===== config.mk =====
export PLATFORM = sky130hd
export DESIGN_NAME = dtm_mac
export DESIGN_NICKNAME = d
export VERILOG_FILES = /design/src/rtl/dtm_pkg.sv /design/src/rtl/dtm_ppgen.sv /design/src/rtl/dtm_accum.sv /design/src/rtl/dtm_clamp.sv /design/src/rtl/dtm_mac.sv
export SDC_FILE = /design/constraint.sdc
export NUM_CORES = 2
export LEC_CHECK = 0
export BUFFER_PORTS_ARGS = -buffer_cell sky130_fd_sc_hd__buf_2
export CELL_PAD_IN_SITES_DETAIL_PLACEMENT = 0
export CELL_PAD_IN_SITES_GLOBAL_PLACEMENT = 1
export CORE_UTILIZATION = 55
export CTS_CLUSTER_DIAMETER = 60
export CTS_CLUSTER_SIZE = 14
export DETAILED_ROUTE_END_ITERATION = 10
export GPL_TIMING_DRIVEN = 0
export PLACE_DENSITY_LB_ADDON = 0.1
export SYNTH_ARGS = -nofsm -noshare
export SYNTH_HDL_FRONTEND = slang
export SYNTH_SLANG_ARGS = --single-unit

===== constraint.sdc =====
create_clock -name clk -period 36 [get_ports clk]
set_clock_uncertainty 0.15 [all_clocks]
set_input_delay 7.2 -clock clk [delete_from_list [all_inputs] [get_ports clk]]
set_output_delay 7.2 -clock clk [all_outputs]
set_load 0.02 [all_outputs]

===== src/rtl/dtm_pkg.sv =====
// Shared types for the dual-lane MAC. Assumes mode codes as defined in R1.
package dtm_pkg;

    // Decoded operation mode carried down the pipeline
    typedef struct packed {
        logic mul_only;
        logic narrow;
        logic dual;
    } mode_t;

    // Turns the three-bit mode code into its control flags
    function automatic mode_t decode_mode(input logic [2:0] code);
        mode_t m;
        m.mul_only = code[2];
        m.narrow   = code[0];
        m.dual     = code[0] & code[1];
        return m;
    endfunction

endpackage


===== src/rtl/dtm_ppgen.sv =====
// Stage-one logic: builds the partial-product rows for the chosen width and
// reduces them to a carry-save pair. Assumes OP_W is even. In half modes the
// rows are confined to their lane and the carry into bit OP_W is cut.
module dtm_ppgen
    import dtm_pkg::*;
#(
    parameter int OP_W = 32
) (
    input  logic [OP_W-1:0]   a_i,
    input  logic [OP_W-1:0]   b_i,
    input  mode_t             md_i,
    output logic [2*OP_W-1:0] sum_o,
    output logic [2*OP_W-1:0] carry_o
);
    localparam int HALF = OP_W / 2;
    localparam int PW   = 2 * OP_W;
    localparam int NROW = OP_W + 1;

    logic [NROW-1:0][PW-1:0] rows;
    logic [PW-1:0]   a_full;
    logic [OP_W-1:0] a_lo_x;
    logic [OP_W-1:0] a_hi_x;

    assign a_full = {{OP_W{a_i[OP_W-1]}}, a_i};
    assign a_lo_x = {{HALF{a_i[HALF-1]}}, a_i[HALF-1:0]};
    assign a_hi_x = {{HALF{a_i[OP_W-1]}}, a_i[OP_W-1:HALF]};

    genvar gi;
    for (gi = 0; gi < OP_W; gi++) begin : g_row
        logic [PW-1:0]   full_pos;
        logic [PW-1:0]   full_r;
        logic [OP_W-1:0] lane_pos;
        logic [OP_W-1:0] lane_r;
        logic [PW-1:0]   half_r;
        // Full-width row; the sign row is inverted (its +1 sits in the constant row)
        assign full_pos = b_i[gi] ? (a_full << gi) : '0;
        assign full_r   = (gi == OP_W - 1) ? ~full_pos : full_pos;
        if (gi < HALF) begin : g_lo
            // Low-lane row, masked to the low OP_W bits
            assign lane_pos = b_i[gi] ? (a_lo_x << gi) : '0;
            assign lane_r   = (gi == HALF - 1) ? ~lane_pos : lane_pos;
            assign half_r   = {{OP_W{1'b0}}, lane_r};
        end else begin : g_hi
            // High-lane row, present only in dual mode
            assign lane_pos = b_i[gi] ? (a_hi_x << (gi - HALF)) : '0;
            assign lane_r   = (gi == OP_W - 1) ? ~lane_pos : lane_pos;
            assign half_r   = md_i.dual ? {lane_r, {OP_W{1'b0}}} : '0;
        end
        assign rows[gi] = md_i.narrow ? half_r : full_r;
    end

    // Constant row: +1 per inverted sign row, placed at each active lane's LSB
    assign rows[OP_W] = {{(OP_W-1){1'b0}}, md_i.narrow & md_i.dual,
                         {(OP_W-1){1'b0}}, 1'b1};

    logic [PW-1:0] s_acc, c_acc, s_new, c_maj;

    // Linear 3:2 reduction of all rows, cutting the lane-crossing carry in half modes
    always_comb begin
        s_acc = rows[0];
        c_acc = rows[1];
        s_new = '0;
        c_maj = '0;
        for (int k = 2; k < NROW; k++) begin
            s_new = s_acc ^ c_acc ^ rows[k];
            c_maj = (s_acc & c_acc) | (s_acc & rows[k]) | (c_acc & rows[k]);
            c_acc = c_maj << 1;
            if (md_i.narrow) c_acc[OP_W] = 1'b0;
            s_acc = s_new;
        end
    end

    assign sum_o   = s_acc;
    assign carry_o = c_acc;

endmodule


===== src/rtl/dtm_accum.sv =====
// Stage-two adder: resolves the carry-save pair per lane, extends its sign
// into the guard bits and adds it to the accumulator feedback. In full mode
// the low lane's guard field is skipped and the data carry goes to the high lane.
module dtm_accum
    import dtm_pkg::*;
#(
    parameter int OP_W  = 32,
    parameter int GUARD = 8
) (
    input  logic [2*OP_W-1:0]         sum_i,
    input  logic [2*OP_W-1:0]         carry_i,
    input  logic [2*(OP_W+GUARD)-1:0] acc_i,
    input  mode_t                     md_i,
    input  logic                      clr_i,
    output logic [2*(OP_W+GUARD)-1:0] acc_o
);
    localparam int LW    = OP_W + GUARD;
    localparam int ACC_W = 2 * LW;

    logic [OP_W:0]   p_lo;
    logic [OP_W-1:0] p_hi;
    logic [LW-1:0]   fb_lo, fb_hi;
    logic [OP_W:0]   f_lo;
    logic [LW-1:0]   f_hi, n_lo, n_hi;
    logic            drop;

    // Per-lane product resolution and lane-split accumulate
    always_comb begin
        drop  = md_i.mul_only | clr_i;
        p_lo  = {1'b0, sum_i[OP_W-1:0]} + {1'b0, carry_i[OP_W-1:0]};
        p_hi  = sum_i[2*OP_W-1:OP_W] + carry_i[2*OP_W-1:OP_W]
              + OP_W'(p_lo[OP_W] & ~md_i.narrow);
        fb_lo = drop ? '0 : acc_i[LW-1:0];
        fb_hi = (drop || (md_i.narrow && !md_i.dual)) ? '0 : acc_i[ACC_W-1:LW];
        f_lo  = {1'b0, fb_lo[OP_W-1:0]} + {1'b0, p_lo[OP_W-1:0]};
        f_hi  = fb_hi + {{GUARD{p_hi[OP_W-1]}}, p_hi} + LW'(f_lo[OP_W]);
        n_lo  = fb_lo + {{GUARD{p_lo[OP_W-1]}}, p_lo[OP_W-1:0]};
        n_hi  = fb_hi + (md_i.dual ? {{GUARD{p_hi[OP_W-1]}}, p_hi} : '0);
        if (md_i.narrow) acc_o = {n_hi, n_lo};
        else             acc_o = {f_hi, {GUARD{1'b0}}, f_lo[OP_W-1:0]};
    end

endmodule


===== src/rtl/dtm_clamp.sv =====
// Symmetric saturation: passes the low OUT_W bits when all bits from OUT_W-1
// upward agree, otherwise returns the signed maximum or minimum of OUT_W bits.
module dtm_clamp #(
    parameter int IN_W  = 40,
    parameter int OUT_W = 32
) (
    input  logic             clk,
    input  logic             rst_n,
    input  logic [IN_W-1:0]  val_i,
    output logic [OUT_W-1:0] sat_o
);
    localparam logic [OUT_W-1:0] OMAX = {1'b0, {(OUT_W-1){1'b1}}};
    localparam logic [OUT_W-1:0] OMIN = {1'b1, {(OUT_W-1){1'b0}}};
    localparam logic signed [IN_W-1:0] VMAX = IN_W'(OMAX);
    localparam logic signed [IN_W-1:0] VMIN = -VMAX - 1;

    logic in_range;

    // Guard-bit agreement test and clamp selection
    always_comb begin
        in_range = (&val_i[IN_W-1:OUT_W-1]) | ~(|val_i[IN_W-1:OUT_W-1]);
        if (in_range)          sat_o = val_i[OUT_W-1:0];
        else if (val_i[IN_W-1]) sat_o = OMIN;
        else                   sat_o = OMAX;
    end


    sat_high_chk: assert property (@(posedge clk) disable iff (!rst_n)
        ($signed(val_i) > VMAX) |-> (sat_o == OMAX));

    sat_low_chk: assert property (@(posedge clk) disable iff (!rst_n)
        ($signed(val_i) < VMIN) |-> (sat_o == OMIN));

    pass_chk: assert property (@(posedge clk) disable iff (!rst_n)
        (($signed(val_i) <= VMAX) && ($signed(val_i) >= VMIN))
        |-> ($signed(sat_o) == $signed(val_i)));

endmodule


===== src/rtl/dtm_mac.sv =====
// Two-stage signed MAC with full, single-half and dual-half modes. Stage one
// registers a carry-save pair and the decoded mode; stage two accumulates into
// a two-lane register with guard bits; saturation follows the register.
// Assumes a clear is issued whenever the accumulating mode changes.
module dtm_mac
    import dtm_pkg::*;
#(
    parameter int OP_W  = 32,
    parameter int GUARD = 8
) (
    input  logic              clk,
    input  logic              rst_n,
    input  logic [OP_W-1:0]   op_a,
    input  logic [OP_W-1:0]   op_b,
    input  logic [2:0]        mode,
    input  logic              acc_clr,
    output logic [2*OP_W-1:0] result
);
    localparam int PW    = 2 * OP_W;
    localparam int LW    = OP_W + GUARD;
    localparam int ACC_W = 2 * LW;

    mode_t            md_in, md1, md2;
    logic [PW-1:0]    pp_sum, pp_carry, s1_sum, s1_carry;
    logic             clr1;
    logic [ACC_W-1:0] acc_nxt, acc_q;
    logic [PW-1:0]    full_sat;
    logic [OP_W-1:0]  lo_sat, hi_sat;

    assign md_in = decode_mode(mode);

    dtm_ppgen #(.OP_W(OP_W)) u_pp (
        .a_i(op_a), .b_i(op_b), .md_i(md_in),
        .sum_o(pp_sum), .carry_o(pp_carry)
    );

    // Stage-one register: carry-save pair, mode and clear
    always_ff @(posedge clk) begin
        if (!rst_n) begin
            s1_sum   <= '0;
            s1_carry <= '0;
            md1      <= '0;
            clr1     <= 1'b0;
        end else begin
            s1_sum   <= pp_sum;
            s1_carry <= pp_carry;
            md1      <= md_in;
            clr1     <= acc_clr;
        end
    end

    dtm_accum #(.OP_W(OP_W), .GUARD(GUARD)) u_acc (
        .sum_i(s1_sum), .carry_i(s1_carry), .acc_i(acc_q),
        .md_i(md1), .clr_i(clr1), .acc_o(acc_nxt)
    );

    // Stage-two register: accumulator and the mode used for saturation
    always_ff @(posedge clk) begin
        if (!rst_n) begin
            acc_q <= '0;
            md2   <= '0;
        end else begin
            acc_q <= acc_nxt;
            md2   <= md1;
        end
    end

    dtm_clamp #(.IN_W(LW + OP_W), .OUT_W(PW)) u_sat_full (
        .clk(clk), .rst_n(rst_n),
        .val_i({acc_q[ACC_W-1:LW], acc_q[OP_W-1:0]}), .sat_o(full_sat)
    );
    dtm_clamp #(.IN_W(LW), .OUT_W(OP_W)) u_sat_lo (
        .clk(clk), .rst_n(rst_n), .val_i(acc_q[LW-1:0]), .sat_o(lo_sat)
    );
    dtm_clamp #(.IN_W(LW), .OUT_W(OP_W)) u_sat_hi (
        .clk(clk), .rst_n(rst_n), .val_i(acc_q[ACC_W-1:LW]), .sat_o(hi_sat)
    );

    // Output lane selection by the stage-two mode
    always_comb begin
        if (!md2.narrow) result = full_sat;
        else             result = {md2.dual ? hi_sat : {OP_W{1'b0}}, lo_sat};
    end


    full_guard_gap_chk: assert property (@(posedge clk) disable iff (!rst_n)
        !md2.narrow |-> (acc_q[LW-1:OP_W] == '0));

    single_upper_quiet_chk: assert property (@(posedge clk) disable iff (!rst_n)
        (md1.narrow && !md1.dual) |-> (s1_sum[PW-1:OP_W] == '0 && s1_carry[PW-1:OP_W] == '0));

    reset_zero_chk: assert property (@(posedge clk)
        !rst_n |=> (result == '0));

endmodule


==> impl_metrics.env <==
export IMPL_dieArea_um2=84900
export IMPL_maxSlewHeadroom_pct=12.7
export IMPL_antenna_left=0
export IMPL_dr_wl_met3_um=5370
export IMPL_die_h_um=291
export IMPL_postSynthAreaPerCell_um2=9.59
export IMPL_cts_tree="done"
export IMPL_crit_path_end_kind="register"
export IMPL_worstPathMaxFanout=15
export IMPL_slew_violations=0
export IMPL_worst_path_buf_inv=9
export IMPL_clock_sinks=213
export IMPL_cp_slowest_cell="clkbuf_1"
export IMPL_io_buffer_count=121
export IMPL_slowest_delay_ns=0.74
export IMPL_detailed_place_hpwl_um=111000
export IMPL_gp_congestion=0.918
export IMPL_post_cts_buffers=0
export IMPL_grt_usage_pct=30.7
export IMPL_fp_row_count=105
export IMPL_ys_flop_type="dfxtp_1"
export IMPL_grt_pass1_wl_um=203000
export IMPL_synth_seq_cells=213
export IMPL_overflow=0
export IMPL_syn_inst=4802
export IMPL_area_growth_pct=5.36
export IMPL_fp_coreArea_um2=82500
export IMPL_multi_input_area_um2=40000
export IMPL_nNetsFinal=6502
export IMPL_regArea_um2=4260
export IMPL_cp_arrival_ns=25.63
export IMPL_period_needed_ns=25.36
export IMPL_die_w_um=291
export IMPL_outcome="finished clean"
export IMPL_ys_warn_count=0
export IMPL_cts_hold_buf=0
export IMPL_cts_buffers=19
export IMPL_wl_met2_um=62600
export IMPL_first_pass_iters=5
export IMPL_top_layer="met5"
export IMPL_async_reset_ff_share_pct=0
export IMPL_synth_area_leaders="fa_1 (43%), ha_1 (14%), dfxtp_1 (9.3%)"
export IMPL_min_path_type="register to register"
export IMPL_cp_start_kind="input port"
export IMPL_wl_um=127000
export IMPL_setup_viol=0
export IMPL_clk_pin_slew_worst_paths_ns=0.07
export IMPL_drc=0
export IMPL_grt_pass1_vias=36600
export IMPL_yosysTopAreaCellShare_pct=42.8
export IMPL_synth_edf_count=0
export IMPL_vias=34000
export IMPL_fin_ws_ns=10.64
export IMPL_wl_per_cell_um=21.0
export IMPL_fill_cells=7594
export IMPL_maxCapViolCount=0
export IMPL_grt_max_degree=40
export IMPL_ios=134
export IMPL_hold_violations=0
export IMPL_initial_core_util_pct=55.8
export IMPL_fmax_mhz=39.4
export IMPL_ctsResizeCount=0
export IMPL_clk_latency_ns=0.52
export IMPL_via_per_inst=5.66
export IMPL_synth_cell_types=73
export IMPL_drive_gt1_share_pct=3.44
export IMPL_cp_top_family="adder cells"
export IMPL_first_iter_violations=1644
export IMPL_finalSetupTns_ns=0
export IMPL_synth_seq_area_share_pct=9.26
export IMPL_syn_cell_area_um2=46100
export IMPL_h_tree_depth=1
export IMPL_place_ws_ns=10.12
export IMPL_final_cell_mix="nand2_1 (1037), fa_1 (984), ha_1 (504), and2_1 (337), clkbuf_1 (263)"
export IMPL_cpMostUsedCell="fa_1"
export IMPL_antenna_found_initial=7
export IMPL_clock_path_buffers=3
export IMPL_critical_path_class="input port to register"
export IMPL_worst_slew_pin_slew_ns=1.30
export IMPL_root_buffer="clkbuf_16"
export IMPL_met1Wirelength_um=53700
export IMPL_required_ns=36.26
export IMPL_layout_commonest_cell="nand2_1"
export IMPL_yosys_area_top_type="fa_1"
export IMPL_syn_num_nets=6360
export IMPL_period_share_pct=70.5
export IMPL_rsz0062_at_grt="no"
-- worst register-to-register path: cells and delay by family (launching register included) --
family          cells  cell delay [ns]
fa+ha+maj           3             0.83
flops               1             0.30
compound gates     17             4.71
xor+xnor            1             0.56
simple gates       10             2.37
-- metal layers --
layer	track usage [%]	vias up
met4	10.3	8
met1	39.8	17200
met5	0	-
li1	-	15900
met2	54.2	746
met3	2.46	187
-- logic make-up (layout without fill, tap and decap cells) --
group	count (synthesis)	after routing	synth area share [%]
AND/OR/NAND/NOR	1782	1782	17.6
adder cells (fa/ha/maj)	1488	1488	56.5
AO/OA/AOI/OAI	656	656	9.35
buffers and inverters	488	633	3.98
flip-flops	213	213	9.26
XOR/XNOR	167	167	3.21
multiplexers	8	8	0.179
other	0	2	0
-- per-stage QoR --
step	hold slack [ns]	utilization, %	instances	area [µm²]
3_5_place_dp	0.399	58.2	5993	48000
2_1_floorplan	0.346	-	4802	46100
3_3_place_gp	0.393	58.2	5993	48000
6_report	0.408	58.8	6019	48500
5_1_grt	0.434	58.8	6017	48500
4_1_cts	0.413	58.8	6017	48500
-- sequential cells by signal, summed over array words and instances (netlist names) --
name	flops
md1	3
md2	2
clr1	1
s1_carry	63
s1_sum	64
acc_q	80
-- path summary, 6_finish.rpt --
path | slack [ns] | cells after the start | to | startpoint
setup / recovery | 10.64 | 43 | s1_sum[62] | mode[0]
hold / removal | 0.41 | 2 | acc_q[0] | s1_sum[0]
setup reg to reg | 26.97 | 31 | acc_q[78] | s1_sum[4]
hold reg to reg | 0.41 | 2 | acc_q[0] | s1_sum[0]
-- synth_stat cells, types with 11 or more instances --
cell type and n:
dfxtp_1 213, a211oi_1 21, o21bai_1 26, a21oi_1 187, nand4_1 26, nor2b_1 52
fa_1 984, and2_1 337, clkbuf_1 262, nand2_1 1037, a31oi_1 17, nor2_1 170
nor3_1 32, and3_1 42, inv_1 216, ha_1 504, o21ai_0 91, o211ai_1 11
xnor2_1 116, nand2b_1 16, nand3_1 29, a21o_1 121, xor2_1 50, o21a_1 90
-- layout make-up --
cell class                 instances  area share [%]
buffer                           271            2.10
clock buffer                      22            1.02
multi-input combinational       4101            82.4
tap                             1070            2.76
antenna                            2          0.0103
sequential                       213            8.79
timing repair buffer             121            1.25
clock inverter                     2          0.0361
inverter                         217            1.68
Power is not shown: default switching activity piles up to over one toggle a cycle in this logic, so the estimate is an artifact.
